`src/rtl/wdg_pkg.sv`:
```
package wdg_pkg;
    localparam int CNT_W  = 16;
    localparam int PRE_W  = 8;
    localparam int DLY_W  = 8;
    localparam int WORD_W = CNT_W + PRE_W + DLY_W;
    localparam int CODE_W = 16;

    localparam logic [CNT_W-1:0]  CNT_DFLT   = '1;
    localparam logic [PRE_W-1:0]  PRE_DFLT   = '1;
    localparam logic [DLY_W-1:0]  DLY_DFLT   = '1;
    localparam logic [CODE_W-1:0] CAUSE_WDOG = 16'hC000;

    typedef enum logic [1:0] {
        WD_INIT = 2'd0,
        WD_OFF  = 2'd1,
        WD_RUN  = 2'd2,
        WD_HALT = 2'd3
    } wd_mode_e;

    typedef struct packed {
        logic [DLY_W-1:0] dly;
        logic [PRE_W-1:0] pre;
        logic [CNT_W-1:0] cnt;
    } wd_cfg_t;

    function automatic wd_cfg_t cfg_unpack(input logic [WORD_W-1:0] w);
        wd_cfg_t c;
        c.cnt = w[CNT_W-1:0];
        c.pre = w[CNT_W+PRE_W-1:CNT_W];
        c.dly = w[WORD_W-1:CNT_W+PRE_W];
        return c;
    endfunction

    function automatic wd_cfg_t cfg_default();
        wd_cfg_t c;
        c.cnt = CNT_DFLT;
        c.pre = PRE_DFLT;
        c.dly = DLY_DFLT;
        return c;
    endfunction
endpackage

```
`src/rtl/wdg_bus_decode.sv`:
```
module wdg_bus_decode #(
    parameter int ADDR_W    = 4,
    parameter int CFG_ADDR  = 0,
    parameter int TRAP_ADDR = 1
) (
    input  logic              wr,
    input  logic [ADDR_W-1:0] addr,
    output logic              cfg_wr,
    output logic              trap_wr
);
    localparam logic [ADDR_W-1:0] CFG_A  = ADDR_W'(CFG_ADDR);
    localparam logic [ADDR_W-1:0] TRAP_A = ADDR_W'(TRAP_ADDR);

    always_comb begin
        cfg_wr  = wr && (addr == CFG_A);
        trap_wr = wr && (addr == TRAP_A);
    end
endmodule

```
`src/rtl/wdg_prescaler.sv`:
```
module wdg_prescaler #(
    parameter int W = 8
) (
    input  logic         clk,
    input  logic         rst,
    input  logic         run,
    input  logic         restart,
    input  logic [W-1:0] limit,
    output logic         tick
);
    logic [W-1:0] phase_q;

    assign tick = run && (phase_q == limit);

    always_ff @(posedge clk) begin
        if (rst || restart) begin
            phase_q <= '0;
        end else if (run) begin
            if (phase_q == limit) phase_q <= '0;
            else                  phase_q <= phase_q + 1'b1;
        end
    end

    // the phase never runs past the divide limit
    a_r3_phase_bound: assert property (@(posedge clk) disable iff (rst)
        phase_q <= limit);
endmodule

```
`src/rtl/wdg_core.sv`:
```
module wdg_core
    import wdg_pkg::*;
(
    input  logic              clk,
    input  logic              rst,
    input  logic              cfg_wr,
    input  logic              trap_wr,
    input  logic [WORD_W-1:0] wdata,
    input  logic              tick,
    output logic              run,
    output logic              restart,
    output logic [PRE_W-1:0]  pre_lim,
    output logic              irq_o,
    output logic              sys_rst_o,
    output logic [CODE_W-1:0] cause_o,
    output logic [1:0]        mode_o
);
    wd_mode_e          state_q;
    wd_cfg_t           set_q;
    logic [CNT_W-1:0]  cnt_q;
    logic              armed_q;
    logic              irq_q, srst_q;
    logic [CODE_W-1:0] cause_q;

    logic trap_take, counting, at_zero, fire_rst, fire_irq;

    always_comb begin
        trap_take = trap_wr && (state_q == WD_INIT);
        counting  = tick && !cfg_wr && !trap_take &&
                    (state_q == WD_INIT || state_q == WD_RUN);
        at_zero   = (cnt_q == '0);
        fire_rst  = counting && at_zero && armed_q;
        fire_irq  = counting && at_zero && !armed_q;
    end

    assign run       = (state_q != WD_HALT);
    assign restart   = cfg_wr || fire_rst;
    assign pre_lim   = set_q.pre;
    assign irq_o     = irq_q;
    assign sys_rst_o = srst_q;
    assign cause_o   = cause_q;
    assign mode_o    = state_q;

    always_ff @(posedge clk) begin
        if (rst) begin
            state_q <= WD_INIT;
            set_q   <= cfg_default();
            cnt_q   <= CNT_DFLT;
            armed_q <= 1'b0;
            irq_q   <= 1'b0;
            srst_q  <= 1'b0;
            cause_q <= '0;
        end else begin
            irq_q  <= 1'b0;
            srst_q <= 1'b0;
            if (cfg_wr) begin
                set_q   <= cfg_unpack(wdata);
                cnt_q   <= cfg_unpack(wdata).cnt;
                armed_q <= 1'b0;
                state_q <= WD_RUN;
            end else if (trap_take) begin
                state_q <= WD_OFF;
            end else if (tick && state_q == WD_OFF) begin
                state_q <= WD_HALT;
            end else if (fire_rst) begin
                srst_q  <= 1'b1;
                cause_q <= CAUSE_WDOG;
                state_q <= WD_INIT;
                set_q   <= cfg_default();
                cnt_q   <= CNT_DFLT;
                armed_q <= 1'b0;
            end else if (fire_irq) begin
                irq_q   <= 1'b1;
                cnt_q   <= CNT_W'(set_q.dly);
                armed_q <= 1'b1;
            end else if (counting) begin
                cnt_q <= cnt_q - 1'b1;
            end
        end
    end

    // an interrupt only leaves a watchdog that is now armed
    a_r4_irq_arms: assert property (@(posedge clk) disable iff (rst)
        irq_q |-> armed_q);
    // interrupt and reset never share a cycle
    a_r4_exclusive: assert property (@(posedge clk) disable iff (rst)
        !(irq_q && srst_q));
    // the interrupt is a single-cycle pulse
    a_r3_irq_single: assert property (@(posedge clk) disable iff (rst)
        irq_q |=> !irq_q);
    // reset pulse carries the cause and a return to the initial mode
    a_r5_cause_on_reset: assert property (@(posedge clk) disable iff (rst)
        srst_q |-> (cause_q == CAUSE_WDOG && state_q == WD_INIT && !armed_q));
    // a trap-door write never disables a running watchdog
    a_r7_trap_ignored: assert property (@(posedge clk) disable iff (rst)
        (trap_wr && !cfg_wr && state_q == WD_RUN) |=> state_q != WD_OFF);
    // a stopped watchdog stays put until configured
    a_r8_halt_holds: assert property (@(posedge clk) disable iff (rst)
        (state_q == WD_HALT && !cfg_wr) |=> (state_q == WD_HALT && $stable(cnt_q)));
endmodule

```
`src/rtl/wdg_top.sv`:
```
module wdg_top
    import wdg_pkg::*;
#(
    parameter int ADDR_W    = 4,
    parameter int CFG_ADDR  = 0,
    parameter int TRAP_ADDR = 1
) (
    input  logic              clk,
    input  logic              rst,
    input  logic              bus_wr,
    input  logic [ADDR_W-1:0] bus_addr,
    input  logic [WORD_W-1:0] bus_wdata,
    output logic              irq_o,
    output logic              sys_rst_o,
    output logic [CODE_W-1:0] cause_o,
    output logic [1:0]        mode_o
);
    logic             cfg_wr, trap_wr, tick, run, restart;
    logic [PRE_W-1:0] pre_lim;

    wdg_bus_decode #(
        .ADDR_W(ADDR_W), .CFG_ADDR(CFG_ADDR), .TRAP_ADDR(TRAP_ADDR)
    ) u_dec (
        .wr(bus_wr), .addr(bus_addr), .cfg_wr(cfg_wr), .trap_wr(trap_wr)
    );

    wdg_prescaler #(.W(PRE_W)) u_pre (
        .clk(clk), .rst(rst), .run(run), .restart(restart),
        .limit(pre_lim), .tick(tick)
    );

    wdg_core u_core (
        .clk(clk), .rst(rst), .cfg_wr(cfg_wr), .trap_wr(trap_wr),
        .wdata(bus_wdata), .tick(tick), .run(run), .restart(restart),
        .pre_lim(pre_lim), .irq_o(irq_o), .sys_rst_o(sys_rst_o),
        .cause_o(cause_o), .mode_o(mode_o)
    );
endmodule

```
`config.mk`:
```
export PLATFORM = sky130hd
export DESIGN_NAME = wdg_top
export DESIGN_NICKNAME = d
export VERILOG_FILES = /design/src/rtl/wdg_pkg.sv /design/src/rtl/wdg_bus_decode.sv /design/src/rtl/wdg_prescaler.sv /design/src/rtl/wdg_core.sv /design/src/rtl/wdg_top.sv
export SDC_FILE = /design/constraint.sdc
export NUM_CORES = 1
export LEC_CHECK = 0
export BUFFER_PORTS_ARGS = -buffer_cell sky130_fd_sc_hd__buf_4
export CAP_MARGIN = 20
export CORE_ASPECT_RATIO = 1.25
export CORE_UTILIZATION = 53
export DETAILED_ROUTE_END_ITERATION = 8
export MAX_ROUTING_LAYER = met4
export PLACE_DENSITY = 0.82
export SYNTH_ARGS = -nofsm -noshare
export SYNTH_HDL_FRONTEND = slang
export SYNTH_SLANG_ARGS = --single-unit
```
`constraint.sdc`:
```
create_clock -name clk -period 3.2 [get_ports clk]
set_input_delay 0.64 -clock clk [delete_from_list [all_inputs] [get_ports clk]]
set_output_delay 0.64 -clock clk [all_outputs]
set_load 0.1 [all_outputs]
```
### Yosys cells after proc, flatten, opt, wreduce, memory -nomap -nowiden

Cells that the tools add are included.

| storage, ports and cells | value |
|---|---|
| register bits after elaboration | 46 |
| output and inout bits | 20 |
| logic and storage cells | 73 |

| cells by class | value |
|---|---|
| mux-type cells | 19 |
| $add $sub $neg | 2 |
| equality and inequality tests | 7 |
| bitwise gates (word level) | 3 |
| reductions and logical operators | 32 |

Operators by type and width:

| operator | count |
|---|---|
| $mux 32 | 4 |
| $mux 16 | 6 |
| $logic_not 16->1 | 1 |
| $sub 16x1->16 const B | 1 |
| $logic_and 1x1->1 | 11 |
| $reduce_and 3->1 | 3 |
| $add 8x1->8 const B | 1 |
| $eq 8x8->1 | 1 |
| $mux 2 | 4 |
| $mux 8 | 1 |
| $reduce_bool 4->1 | 2 |
| $reduce_or 5->1 | 1 |
| $eq 4x1->1 const B | 1 |
| $logic_not 4->1 | 1 |
| $mux 1 | 4 |
| $ne 2x1->1 const B | 2 |
| $reduce_and 4->1 | 1 |
| $reduce_bool 2->1 | 2 |
| $reduce_or 4->1 | 1 |
| $logic_not 1->1 | 3 |
| $logic_or 1x1->1 | 3 |
| $not 1->1 | 3 |
| $reduce_bool 3->1 | 1 |
| $eq 2x1->1 const B | 1 |
| 4 further kinds | 4 |

### Logic depth before layout (Yosys ltp)

| logic depth | value |
|---|---|
| depth in word-level cells | 13 |
| gate-level depth with buffers | 9 |
| mapped depth without buffers | 7 |

### Cells and area by module

Synthesis repeated with hierarchy kept, for this count alone.

| second synthesis, totals | value |
|---|---|
| cells, all modules | 296 |
| area, all modules | 2568.7 µm² |

By module, submodules not included:

| module | sequential area each (µm²) | area an instance (µm²) | times used | cells each |
|---|---|---|---|---|
| wdg_core | 760.7 | 2084.5 | 1 | 244 |
| wdg_prescaler | 160.2 | 434.2 | 1 | 49 |
| wdg_bus_decode | 0.0 | 50.0 | 1 | 3 |

### Least setup slack after synthesis

Ideal clock, no wire load.

| path | value |
|---|---|
| kind | reg2reg |
| start | register u_core.state_q[1] (netlist: u_core.mode_o[1]) |
| end | register u_core.set_q, in the netlist u_core.pre_lim[0] |
| library setup time | 58 ps |
| cell stages (with the launch flop) | 7 |
| arrival time | 2220 ps |
| clock period less this slack | 2278 ps |
| path slack | 922 ps |
| required time | 3142 ps |
| cell sequence | dfxtp_1 -> nand2_1 -> a21oi_1 -> nand3_1 -> o21ai_2 -> buf_2 -> o22a_1 |

| between the ends | value |
|---|---|
| word-level cells in the longest chain between the ends | 9 |
| elaborated cells between the ends (all ways) | 18 |

RTL lines:

| element | line | source |
|---|---|---|
| start: declaration | wdg_core.sv:18 | `wd_mode_e state_q;` |
| start signal: assignment | wdg_core.sv:46 | `state_q <= WD_INIT;` |
| start signal: assignment | wdg_core.sv:60 | `state_q <= WD_RUN;` |
| start signal: assignment | wdg_core.sv:62 | `state_q <= WD_OFF;` |
| $ne 2x2->1 / $logic_not 2->1 (equally long branches) | wdg_core.sv:36, wdg_core.sv:28, wdg_core.sv:30 |  |
| $logic_and 1x1->1, on equally long branches | wdg_prescaler.sv:13, wdg_core.sv:28 |  |
| $logic_and 1x1->1 / $logic_not 1->1 (equally long branches) | wdg_core.sv:29 | `counting = tick && !cfg_wr && !trap_take &&` |
| $logic_and 1x1->1 (2 in a row) | wdg_core.sv:29 |  |
| $logic_and 1x1->1 (2 in a row) | wdg_core.sv:32 | `fire_rst = counting && at_zero && armed_q;` |
| $reduce_bool 2->1 (no line) | - |  |
| $reduce_and 3->1 (no line) * | - |  |
| end signal: assignment | wdg_core.sv:47 | `set_q <= cfg_default();` |
| end signal: assignment | wdg_core.sv:57 | `set_q <= cfg_unpack(wdata);` |
| end signal: assignment | wdg_core.sv:69 | `set_q <= cfg_default();` |
| end: declaration | wdg_core.sv:19 | `wd_cfg_t set_q;` |

Mark *: on every way between the ends. The rest lies on a longest branch, timed or not.
A chain may end at the register's enable or synchronous reset.

### Worst setup path after layout

| path | value |
|---|---|
| start | register u_pre.phase_q[1] |
| end | register u_core.set_q[29] (netlist bit) |

| between the ends | value |
|---|---|
| word-level cells in the longest chain between the ends | 9 |
| elaborated cells between the ends (all ways) | 11 |

RTL lines:

| element | line | source |
|---|---|---|
| start: declaration | wdg_prescaler.sv:11 | `logic [W-1:0] phase_q;` |
| start signal: assignment | wdg_prescaler.sv:20 | `else phase_q <= phase_q + 1'b1;` |
| $eq 8x8->1 * | wdg_prescaler.sv:13 | `assign tick = run && (phase_q == limit);` |
| $logic_and 1x1->1 * | wdg_prescaler.sv:13 |  |
| $logic_and 1x1->1 (3 in a row) | wdg_core.sv:29 |  |
| $logic_and 1x1->1 (2 in a row) | wdg_core.sv:32 |  |
| $reduce_bool 2->1 (no line) | - |  |
| $reduce_and 3->1 (no line) * | - |  |

Marked as above.

==> results.txt <==
- Run status: finished clean
* Effective utilization at floorplan: 0.566
* Capturing element type of the critical path: flop
- Clock Pin Slew Worst Setup and Hold Paths: 90 ps
* Maxcap violations: 0
- In this run, the number of DRC markers left after iteration 0 of detailed routing was 160.
* Share of synthesized flip-flops with an asynchronous set or reset: 0
* Post-Synthesis Mean Instance Area: 8.64 µm²
- Share of total power in the clock network: 0.369
- Critical path type: reg -> reg
- Static Leakage: 1.08 nW
- Most common flop cell mapped by yosys: dfxtp_1
* Routed WL: 5410 µm
* Fmax achieved: 0.376 GHz
- Of the total power, combinational logic draws 0.131.
* Overflow left after global routing: 0
- The area growth from synthesis to layout is 18.7%.
- CTS-repair resized insts: 0
- Switching power of the nets: 0.333 mW
- The share of total power dissipated in sequential elements is 0.500.
- Y dimension of the die: 76.6 µm
- Yosys cell types: 40
- Hold Buf Count CTS: 0
* Number of nets in the layout: 357
- STA classifies the critical path startpoint as a flop.
- Synth top area share: 0.390
- The repair_antennas step left the layout with diodes totalling 0.
- CP max stage delay: 690 ps
- Clock network latency to the later pin of the worst-skew pair: 310 ps
* Most common library cell in the layout ignoring fill and taps: buf_4
- Area of all placed cells without fillers: 0.00280 mm²
- The count of final max-slew check failures was 0.
- On the critical path, the stage with the largest delay is an instance of nor4_1.
- Dividing the final minimum period by the clock period gives 0.831.
- The detail route stage leaves a number of antenna-violating nets equal to 0.
- Post-route DRC: 0
* Netlist Area Pre-Place: 0.00236 mm²
- Class of the most critical hold timing path: reg -> reg
- The worst path needs 2660 ps of the cycle, external delays included.
- Final Wtd Congestion: 0.851
* Die span in x: 61.7 µm
* Number of enable-type register cells in the synthesized netlist: 0
* Highest-count cells in the layout ignoring fill and taps: buf_4 (51), dfxtp_1 (46), nand2_1 (24)
- Seq/Total Area, Yosys: 0.390
- Broken down by cell family, the worst path's largest delay share belongs to simple AND/OR/NAND/NOR gates.
- In this run the deepest clock path goes through 2 buffers.
- Final HPWL from detailed placement: 3930 µm
* Count of fill cells added during filler insertion: 358
- Data arrival time of the critical path: 2920 ps
- The number of hold violations in the final report is 0.
- Master cell of the clock root buffer: clkbuf_8
- Number of top-level design ports: 59
- Sink count of the clock tree: 46
- Die ar.: 0.00472 mm²
* Synthesized instance count: 273
- Power density over the cells: 427 mW/mm²
* Chain of cells forming the critical path: xor2_1 -> nor4_1 -> nand3_1 -> o21ai_2 -> o22a_1
* CTS H-tree depth: 2
- Global-route wire length before repair: 9200 µm
- Pin count of the biggest net entering global routing: 23
* Critical Path Fanout Max: 16
- Via count of the first global-routing pass: 1,999
- For the pin with the worst max-slew slack, the measured transition is 828 ps.
- Fraction of layout cells with a size suffix above 1: 0.203
* Floorplan core area: 0.00416 mm²
- The number of antenna violations at the first check in global routing came to 0.
* Most area-consuming cells after synthesis: dfxtp_1 (39%), o22a_1 (5.9%), xor2_1 (5.9%), buf_4 (4.8%), nand2_1 (3.8%)
* Vias: 2,166
- Clock skew on the completed layout was measured at 4.50 ps.
- Total routing resource utilization after global routing: 0.266
- Count of final setup violators: 0
* Worst Path Buf+Inv: 0
- Post-CTS setup buffer count: 0
* Tightest slew margin relative to the limit: 0.443
- First-pass iteration count of the detailed router: 4
- Routed wirelength normalized by instance count: 14.5 µm
- IO Port Bufs: 44
- Pint: 0.863 mW
* Total Negative Setup Slacks: 0 ps
* Switching part of the total power: 0.278
* Stages on worst setup path: 5
- Total number of placement rows: 26
* Dpl cell area: 0.00269 mm²
- Number of synthesized register bits: 46
- For the worst flop-to-flop path, the logic depth is 5.
* Cell type contributing the most total cell area after synthesis: dfxtp_1
- Data required time of the worst path: 3460 ps
- Hold-critical path depth: 1
* Total clock buffers created by CTS: 5
- CTS tree: done
- The worst-case IR drop observed on VDD is 332 µV.
- The Yosys step of the flow raised 0 warnings.
- Setup repair after global routing left no endpoint under its margin.
* Number of vias per cell after detailed routing: 5.82
## cell families after synthesis
kind of cell,count (synthesis),share of synthesized area
compound gates,73,0.225
fa+ha+maj,3,0.0159
buf+inv,39,0.0902
simple gates,90,0.198
flops,46,0.390
other cells,1,0.00159
xor+xnor,21,0.0780
## path summary, 6_finish.rpt
path	start	endpoint	slack [ps]
setup reg to reg	u_pre.phase_q[1]	u_core.set_q[29]	540
hold reg to reg	u_core.set_q[24]	u_core.set_q[24]	470
setup / recovery	u_pre.phase_q[1]	u_core.set_q[29]	540
hold / removal	u_core.set_q[24]	u_core.set_q[24]	470
## sequential cells by signal (all words and copies together), names as in the netlist
signal,flops
u_core.cnt_q,16
u_core.pre_lim,8
u_core.set_q,8
u_pre.phase_q,8
u_core.mode_o,2
u_core.armed_q,1
u_core.cause_o,1
u_core.irq_o,1
u_core.sys_rst_o,1
## synthesized netlist by cell type, drive strengths merged (3+ instances only)
library cell / number
xor2: 16
nor2: 14
nand2: 24
o31ai: 3
nor3: 6
o221ai: 3
or3: 4
a31oi: 9
or4: 3
dfxtp: 46
buf: 18
and3: 4
xnor2: 5
nor4: 8
nand3: 11
a221oi: 8
o22a: 16
nand4: 6
o21ai: 7
inv: 10
clkbuf: 11
ha: 3
o311ai: 8
a21oi: 14
## power groups by stage
stage	Combinational (mW)	Sequential, mW	Clock [mW]
floorplan	0.121	0.611	0
finish	0.157	0.597	0.441
CTS	0.157	0.597	0.446
global route	0.168	0.599	0.466
detailed placement	0.157	0.610	0
global placement	0.155	0.610	0
## through the flow
stage | hold WS [ps] | worst slack, ps | utilization | instances | power (mW)
after floorplan | 433 | 922 | - | 286 | 0.733
after global placement | 442 | 463 | 0.643 | 363 | 0.765
after detailed placement | 451 | 569 | 0.645 | 364 | 0.767
after CTS | 471 | 570 | 0.672 | 372 | 1.20
after global routing | 488 | 196 | 0.672 | 372 | 1.23
final | 466 | 542 | 0.672 | 372 | 1.20
## per-layer routing
layer	wire length, µm	vias to the layer above	GRT usage
met5	0	-	-
met4	116	0	0.127
met3	275	13	0.0543
met2	2790	79	0.399
met1	2230	996	0.333
li1	-	1078	-
## area by class of cell
class / instances / area [µm²] / area share
Inverter: 10 / 37.5 / 0.0134
Multi-Input combinational cell: 201 / 1270 / 0.455
Tap cell: 56 / 70.1 / 0.0250
Clock buffer: 5 / 68.8 / 0.0246
Clock inverter: 3 / 45.0 / 0.0161
Timing Repair Buffer: 51 / 383 / 0.137
Sequential cell: 46 / 921 / 0.329
Note: power is estimated with default switching activity, not from simulation.
